===== src/rtl/mxr_pkg.sv =====
package mxr_pkg;

    // Widest coordinate the route logic carries internally.
    localparam int unsigned MXR_CW = 4;

    // Travel direction of one leg along its band.
    typedef enum logic {
        DIR_UP   = 1'b0,   // toward higher coordinate
        DIR_DOWN = 1'b1    // toward lower coordinate
    } leg_dir_e;

    // One leg of a dimension-ordered route.
    typedef struct packed {
        logic              need;   // leg has non-zero length
        logic              horiz;  // 1: along a row, 0: along a column
        logic [MXR_CW-1:0] band;   // row or column index
        logic [MXR_CW-1:0] lo;
        logic [MXR_CW-1:0] hi;
        leg_dir_e          dir;
    } leg_t;

    function automatic logic [MXR_CW-1:0] coord_min(input logic [MXR_CW-1:0] a,
                                                    input logic [MXR_CW-1:0] b);
        return (a < b) ? a : b;
    endfunction

    function automatic logic [MXR_CW-1:0] coord_max(input logic [MXR_CW-1:0] a,
                                                    input logic [MXR_CW-1:0] b);
        return (a < b) ? b : a;
    endfunction

endpackage


===== src/rtl/mxr_route.sv =====
module mxr_route
    import mxr_pkg::*;
#(
    parameter int ROWS  = 6,
    parameter int COLS  = 6,
    parameter int CW    = 3,
    parameter int ZR0   = 2,
    parameter int ZR1   = 3,
    parameter int ZC0   = 2,
    parameter int ZC1   = 3,
    parameter int NRES  = 24,
    parameter int HOP_W = 4
) (
    input  logic [CW-1:0]    src_row,
    input  logic [CW-1:0]    src_col,
    input  logic [CW-1:0]    dst_row,
    input  logic [CW-1:0]    dst_col,
    output logic             bad,
    output logic [NRES-1:0]  mask,
    output logic [HOP_W-1:0] hops
);

    leg_t leg_h;
    leg_t leg_v;
    logic [MXR_CW-1:0] sr, sc, dr, dc;

    function automatic logic on_mesh(input logic [CW-1:0] r, input logic [CW-1:0] c);
        logic in_rng;
        logic in_zone;
        in_rng  = (int'(r) < ROWS) && (int'(c) < COLS);
        in_zone = (int'(r) >= ZR0) && (int'(r) <= ZR1) &&
                  (int'(c) >= ZC0) && (int'(c) <= ZC1);
        return in_rng && !in_zone;
    endfunction

    always_comb begin
        sr = MXR_CW'(src_row);
        sc = MXR_CW'(src_col);
        dr = MXR_CW'(dst_row);
        dc = MXR_CW'(dst_col);

        bad = !on_mesh(src_row, src_col) || !on_mesh(dst_row, dst_col);

        // first leg: along the source row
        leg_h.need  = (sc != dc);
        leg_h.horiz = 1'b1;
        leg_h.band  = sr;
        leg_h.lo    = coord_min(sc, dc);
        leg_h.hi    = coord_max(sc, dc);
        leg_h.dir   = (dc > sc) ? DIR_UP : DIR_DOWN;

        // second leg: along the destination column
        leg_v.need  = (sr != dr);
        leg_v.horiz = 1'b0;
        leg_v.band  = dc;
        leg_v.lo    = coord_min(sr, dr);
        leg_v.hi    = coord_max(sr, dr);
        leg_v.dir   = (dr > sr) ? DIR_UP : DIR_DOWN;

        hops = HOP_W'(leg_h.hi - leg_h.lo) + HOP_W'(leg_v.hi - leg_v.lo);
    end

    // resource index: rows first (2 per row), then columns (2 per column)
    for (genvar r = 0; r < ROWS; r++) begin : g_row_res
        assign mask[2*r]   = leg_h.need && leg_h.horiz && (int'(leg_h.band) == r) &&
                             (leg_h.dir == DIR_UP);
        assign mask[2*r+1] = leg_h.need && leg_h.horiz && (int'(leg_h.band) == r) &&
                             (leg_h.dir == DIR_DOWN);
    end

    for (genvar c = 0; c < COLS; c++) begin : g_col_res
        assign mask[2*ROWS+2*c]   = leg_v.need && !leg_v.horiz && (int'(leg_v.band) == c) &&
                                    (leg_v.dir == DIR_UP);
        assign mask[2*ROWS+2*c+1] = leg_v.need && !leg_v.horiz && (int'(leg_v.band) == c) &&
                                    (leg_v.dir == DIR_DOWN);
    end

endmodule


===== src/rtl/mxr_pick.sv =====
module mxr_pick #(
    parameter int QD   = 4,
    parameter int QI_W = 2
) (
    input  logic [QD-1:0]   elig,
    output logic            pick_v,
    output logic [QI_W-1:0] pick_idx
);

    // lowest index is the oldest entry
    always_comb begin
        pick_v   = 1'b0;
        pick_idx = '0;
        for (int i = QD - 1; i >= 0; i--) begin
            if (elig[i]) begin
                pick_v   = 1'b1;
                pick_idx = QI_W'(i);
            end
        end
    end

endmodule


===== src/rtl/mesh_xy_resv.sv =====
module mesh_xy_resv
    import mxr_pkg::*;
#(
    parameter int ROWS  = 6,
    parameter int COLS  = 6,
    parameter int ZR0   = 2,
    parameter int ZR1   = 3,
    parameter int ZC0   = 2,
    parameter int ZC1   = 3,
    parameter int TAG_W = 4,
    parameter int QD    = 4
) (
    input  logic                                      clk,
    input  logic                                      rst_n,
    input  logic                                      req_valid,
    output logic                                      req_ready,
    input  logic [TAG_W-1:0]                          req_tag,
    input  logic [$clog2((ROWS > COLS) ? ROWS : COLS)-1:0] req_src_row,
    input  logic [$clog2((ROWS > COLS) ? ROWS : COLS)-1:0] req_src_col,
    input  logic [$clog2((ROWS > COLS) ? ROWS : COLS)-1:0] req_dst_row,
    input  logic [$clog2((ROWS > COLS) ? ROWS : COLS)-1:0] req_dst_col,
    input  logic                                      rel_valid,
    input  logic [TAG_W-1:0]                          rel_tag,
    output logic                                      gnt_valid,
    output logic [TAG_W-1:0]                          gnt_tag,
    output logic [$clog2(ROWS + COLS)-1:0]            gnt_hops,
    output logic                                      rej_valid,
    output logic [TAG_W-1:0]                          rej_tag
);

    localparam int CW    = $clog2((ROWS > COLS) ? ROWS : COLS);
    localparam int NRES  = 2 * (ROWS + COLS);
    localparam int NTAG  = 1 << TAG_W;
    localparam int HOP_W = $clog2(ROWS + COLS);
    localparam int QI_W  = $clog2(QD);
    localparam int CNT_W = $clog2(QD + 1);

    typedef struct packed {
        logic [CNT_W-1:0]            cnt;
        logic [QD-1:0][TAG_W-1:0]    qtag;
        logic [QD-1:0][NRES-1:0]     qmask;
        logic [QD-1:0][HOP_W-1:0]    qhops;
        logic [NRES-1:0]             busy;
        logic [NTAG-1:0][NRES-1:0]   held;
        logic                        gv;
        logic [TAG_W-1:0]            gtag;
        logic [HOP_W-1:0]            ghops;
        logic                        rv;
        logic [TAG_W-1:0]            rtag;
    } st_t;

    st_t s_d, s_q;

    logic             new_bad;
    logic [NRES-1:0]  new_mask;
    logic [HOP_W-1:0] new_hops;
    logic [NRES-1:0]  rel_mask;
    logic [NRES-1:0]  free_view;
    logic [QD-1:0]    elig;
    logic             pick_v;
    logic [QI_W-1:0]  pick_idx;

    mxr_route #(
        .ROWS(ROWS), .COLS(COLS), .CW(CW),
        .ZR0(ZR0), .ZR1(ZR1), .ZC0(ZC0), .ZC1(ZC1),
        .NRES(NRES), .HOP_W(HOP_W)
    ) route_i (
        .src_row (req_src_row),
        .src_col (req_src_col),
        .dst_row (req_dst_row),
        .dst_col (req_dst_col),
        .bad     (new_bad),
        .mask    (new_mask),
        .hops    (new_hops)
    );

    // release is applied before eligibility, so a freed resource is usable at once
    always_comb begin
        rel_mask  = rel_valid ? s_q.held[rel_tag] : '0;
        free_view = s_q.busy & ~rel_mask;
        for (int i = 0; i < QD; i++) begin
            elig[i] = (i < int'(s_q.cnt)) && ((s_q.qmask[i] & free_view) == '0);
        end
    end

    mxr_pick #(.QD(QD), .QI_W(QI_W)) pick_i (
        .elig     (elig),
        .pick_v   (pick_v),
        .pick_idx (pick_idx)
    );

    assign req_ready = int'(s_q.cnt) < QD;

    always_comb begin
        logic [CNT_W-1:0] cnt_n;

        s_d      = s_q;
        s_d.gv   = 1'b0;
        s_d.rv   = 1'b0;
        s_d.busy = free_view;
        if (rel_valid) begin
            s_d.held[rel_tag] = '0;
        end
        cnt_n = s_q.cnt;

        if (pick_v) begin
            s_d.busy                        = free_view | s_q.qmask[pick_idx];
            s_d.held[s_q.qtag[pick_idx]]    = s_q.qmask[pick_idx];
            s_d.gv                          = 1'b1;
            s_d.gtag                        = s_q.qtag[pick_idx];
            s_d.ghops                       = s_q.qhops[pick_idx];
            for (int i = 0; i < QD - 1; i++) begin
                if (i >= int'(pick_idx)) begin
                    s_d.qtag[i]  = s_q.qtag[i+1];
                    s_d.qmask[i] = s_q.qmask[i+1];
                    s_d.qhops[i] = s_q.qhops[i+1];
                end
            end
            cnt_n = s_q.cnt - 1'b1;
        end

        if (req_valid && req_ready) begin
            if (new_bad) begin
                s_d.rv   = 1'b1;
                s_d.rtag = req_tag;
            end else begin
                s_d.qtag[QI_W'(cnt_n)]  = req_tag;
                s_d.qmask[QI_W'(cnt_n)] = new_mask;
                s_d.qhops[QI_W'(cnt_n)] = new_hops;
                cnt_n = cnt_n + 1'b1;
            end
        end

        s_d.cnt = cnt_n;
    end

    always_ff @(posedge clk or negedge rst_n) begin
        if (!rst_n) begin
            s_q <= '0;
        end else begin
            s_q <= s_d;
        end
    end

    assign gnt_valid = s_q.gv;
    assign gnt_tag   = s_q.gtag;
    assign gnt_hops  = s_q.ghops;
    assign rej_valid = s_q.rv;
    assign rej_tag   = s_q.rtag;

endmodule


===== config.mk =====
export PLATFORM = sky130hd
export DESIGN_NAME = mesh_xy_resv
export DESIGN_NICKNAME = d
export VERILOG_FILES = /design/src/rtl/mxr_pkg.sv /design/src/rtl/mxr_route.sv /design/src/rtl/mxr_pick.sv /design/src/rtl/mesh_xy_resv.sv
export SDC_FILE = /design/constraint.sdc
export NUM_CORES = 1
export LEC_CHECK = 0
export BUFFER_PORTS_ARGS = -buffer_cell sky130_fd_sc_hd__buf_4
export CAP_MARGIN = 20
export CORE_AREA = 2 2 334 303
export CTS_CLUSTER_SIZE = 24
export DETAILED_ROUTE_END_ITERATION = 10
export DIE_AREA = 0 0 336 305
export PLACE_DENSITY = 0.49
export SLEW_MARGIN = 20
export SYNTH_ARGS = -nofsm -noshare
export SYNTH_HDL_FRONTEND = slang
export SYNTH_SLANG_ARGS = --single-unit

===== constraint.sdc =====
create_clock -name clk -period 7.3 [get_ports clk]
set_clock_uncertainty 0.05 [all_clocks]
set_input_delay 0.365 -clock clk [delete_from_list [all_inputs] [get_ports clk]]
set_output_delay 0.365 -clock clk [all_outputs]
set_load 0.05 [all_outputs]

* Yosys cells after proc, flatten, opt, wreduce, memory -nomap -nowiden
Index checks and enable logic that the tools add are counted.
Word-level totals: output and inout bits 15, word-level logic and storage cells 215, flip-flop bits (word level) 553
Operators by class: bitwise operators 10, reduce and logical (&&, ||, !) cells 67, $add $sub $neg 5, order comparisons 31, eq/ne operators 12, mux-type cells 55
Operator list (number):
- $mux 429 | 1
- $and 384x384->384 | 1
- $bwmux 384 | 1
- $mux 384 | 1
- $not 384->384 | 1
- $mux 124 | 2
- $mux 24 | 9
- $demux 24 s4 | 2
- $and 24x24->24 | 5
- $bmux 24 s4 | 1
- $bwmux 96 | 1
- $logic_not 24->1 | 4
- $mux 72 | 1
- $logic_and 1x1->1 | 54
- $bmux 24 s2 | 1
- $demux 24 s2 | 1
- $mux 4 | 9
- $bwmux 16 | 2
- $eq 3x3->1 const B | 8
- $not 24->24 | 1
- $or 24x24->24 | 1
- $mux 3 | 7
- $bmux 4 s2 | 2
- $lt 3x3->1 const B | 5
- other kinds (28) | 59

* Logic depth before layout (Yosys ltp)
depth in word-level cells 23, gate-level depth with buffers 20

* By module
A second synthesis with hierarchy kept.
Second synthesis, totals: cells, all modules 2671, area total of the unflattened synthesis 27355.0 um^2
By module, submodules not included:
- mesh_xy_resv | cells an instance 2559, instances 1, area an instance 26526.7 um^2
- mxr_route | cells an instance 105, instances 1, area an instance 793.3 um^2
- mxr_pick | cells an instance 7, instances 1, area an instance 35.0 um^2

* Worst setup path after synthesis
Ideal clock, no wire load.
path type input-to-reg, start point input port rel_tag[3], end point register s_q[186] (netlist name), arrival time 3849 ps, library setup time 80 ps, data required time 7170 ps, setup slack 3322 ps, cell stages on the path 15, cells stage by stage buf_2 and2_4 buf_2 buf_2 a22oi_1 nand3_1 and3_1 a2111o_1 nor4_2 nand4_2 mux2i_2 a311o_4 nor4_4 buf_6 mux2i_1
RTL lines:
- start: declaration | line mesh_xy_resv.sv:23 | input logic [TAG_W-1:0] rel_tag,
- end signal: assignment | line mesh_xy_resv.sv:139 | s_q <= '0;
- end signal: assignment | line mesh_xy_resv.sv:141 | s_q <= s_d;
- end: declaration | line mesh_xy_resv.sv:52 | st_t s_d, s_q;

==> results.cfg <==
[sta]
slew_viol_final = 0
fin_crit_ns = 5.622
final.period_utilization_pct = 77.01
grt_setup_unrepaired = no
finalHoldViolations = 0
tightest_slew_ns = 1.249
whs_ns = 0.1480
setup_viol = 0
max_freq_ghz = 0.1779
slew-limit-headroom_pct = 16.70
fin_setup_tns_ns = 0

[cts]
root_buffer = clkbuf_16
htreeDepth = 3
cts_resized = 0
cts_setup_buffers = 0
cts.sinks = 553
clockBufferDepth = 3
worstSkewPairLatency_ns = 0.62
cts_hold_buffers = 5
cts_tree = built
clk_pin_slew_ns = 0.05
cts_buffers = 67

[layout]
nFillCells = 9851
drive_above_1_share_pct = 12.62
area_growth_pct = 12.87
nets = 2640
diodes = 0

[logic_synthesis]
yosysTopAreaCell = dfrtp_1
syn_nets = 2658
synth_edf_count = 0
synth-xor-area-share_pct = 0.1484
synth_area_leaders = dfrtp_1 (47%), mux2i_1 (27%), nand2_1 (5.9%)
seq_area_frac_synth_pct = 46.88
synth_compound_area_share_pct = 5.612
synth_simple_gate_area_share_pct = 10.94
synthCells = 2612
synth.area.mux_share_pct = 29.89
yosysMostFrequentCell = mux2i_1
synthArstFlopShare_pct = 100.0
synth_common_cells = mux2i_1 (783), dfrtp_1 (553), nand2_1 (465)
synthAdderAreaFrac_pct = 1.085
synth.distinct_cells = 83
ys.flop_type = dfrtp_1
synth_top_cell_area_share_pct = 46.88
yosys_warnings = 0
synth_area_um2 = 29520
synth_area_per_cell_um2 = 11.30
synth_top_family_by_area = multiplexers
ys_seq_elements = 553

[die]
fp.dieH_um = 305
coreArea_um2 = 99230
die_x_um = 336
ios = 39
start_util_pct = 29.75
rows = 110
die_area_um2 = 102500

[route]
routed_wl_um = 99040
drt_pre_antenna_iters = 6
wl_per_cell_um = 24.82
vias = 20910
detail-route-antenna-nets = 0
drc = 0
via_per_inst = 5.241
drt_iter0_markers = 1897

[power_and_ir_drop]
power_frac_seq_pct = 37.1
p_per_area_nw_per_um2 = 370.7
clkPwrFrac_pct = 27.6
intPower_mw = 7.442
p_leak_nw = 13.93
p_sw_share_pct = 39.75
pwr-share-comb_pct = 35.3
power_switching_mw = 4.909
vdd_drop_max_mv = 0.1938

[worst_setup_path]
start_kind = input port
cp.arrival_ns = 6.09
cp_max_fo = 37
crit_type = in -> reg
reg2reg_from = s_q[355]
cp-startpoint = rel_tag[3]
crit_required_ns = 7.76
cp-end-kind = register

[grt]
grt_usage_pct = 19.29
grt_max_degree = 179
grt_pass1_wl_um = 147900
grt_pass1_vias = 21931
antenna_found_initial = 4
grt_overflow = 0

[placed_design]
dp_hpwl_um = 64910
numPortBuffers = 38
gp_congestion = 0.9396

[hold_path]
hp-start = req_src_row[0]
holdCritPathClass = in -> reg

[run_status]
outcome = finished, final reports clean

[job]
max_cap_viol_count = 0
==> logic make-up after synthesis <==
kind of cell             count (synthesis)
multiplexers                           860
AO/OA/AOI/OAI                          222
XOR/XNOR                                 5
buffers and inverters                  260
AND/OR/NAND/NOR                        690
flip-flops                             553
adder cells (fa/ha/maj)                 22
==> cells in the final DEF, fill, tap and decap left out, drive strengths merged, types with 6 or more instances in the layout <==
cell / instances
fa: 6
o22ai: 21
o21bai: 19
buf: 110
and4: 10
mux2i: 784
nand4: 14
o21a: 6
clkinv: 15
nor4: 9
nor2b: 6
nor4b: 9
a21oi: 30
nor2: 45
a22o: 7
nand2: 465
a22oi: 54
o21ai: 27
nor3: 13
ha: 16
o22a: 7
mux2: 66
dfrtp: 553
and2: 9
mux4: 10
and3: 28
nand3: 53
inv: 60
clkbuf: 101
==> layer usage <==
layer	GRT usage, %	share of wire [%]	vias up
met5	0	0	-
met4	6.424	3.0	0
met3	2.946	5.5	153
met2	30.53	46	628
met1	26.87	45	10931
li1	-	-	9198
==> power groups by stage <==
stage / clock (mW) / combinational [mW] / sequential (mW)
6_report: 3.41 / 4.36 / 4.58
5_1_grt: 3.64 / 4.67 / 4.67
2_1_floorplan: 0 / 2.91 / 4.35
4_1_cts: 3.49 / 4.35 / 4.57
3_3_place_gp: 0 / 4.22 / 4.59
3_5_place_dp: 0 / 4.34 / 4.62
==> final cells by class <==
class	count	area, um2	share of cell area, %
clock inverter	20	192.7	0.5784
inverter	58	217.7	0.6535
tap	1344	1682	5.048
sequential	553	13840	41.54
clock buffer	101	2058	6.178
timing repair buffer	115	1049	3.147
multi-input combinational	1799	14280	42.86
==> through the flow <==
stage          util [%]  area (um2)  std cells  power, mW  setup WS, ns
2_1_floorplan         -       29520       2612      7.256         3.322
3_3_place_gp      31.23       30990       3863      8.808        0.9666
3_5_place_dp      31.25       31010       3864      8.958         1.172
4_1_cts           33.57       33310       3990      12.41         1.814
5_1_grt           33.57       33310       3990      12.98         1.616
6_report          33.57       33310       3990      12.35         1.678
==> worst max-delay path, cell delays in order <==
cell and delay, ns:
buf_4 0.48, nor2b_2 0.51, buf_4 0.32, a22oi_1 0.11, a31oi_1 0.92, a32o_1 0.30
a221oi_1 0.05, and3_1 0.27, and2_1 0.30, nor2_2 0.66, o22ai_1 0.58, nor4bb_4 0.39
buf_4 0.47, mux2i_1 0.28
==> worst paths after layout <==
kind                       slack [ns]  depth (start not counted)    endpoint
max reg2reg                      1.75                         12    s_q[228]
max                              1.68                         14    s_q[228]
min in group asynchronous        0.33                          2    s_q[467]
max in group asynchronous        5.28                          3    s_q[184]
min                              0.15                          3    s_q[520]
min reg2reg                      0.43                          2  rej_tag[0]
==> flip-flops by register name (all words and copies together) (netlist names) <==
register / count
s_q: 539
gnt_hops: 4
gnt_tag: 4
rej_tag: 4
gnt_valid: 1
rej_valid: 1
Power figures use the tool's default switching activity.
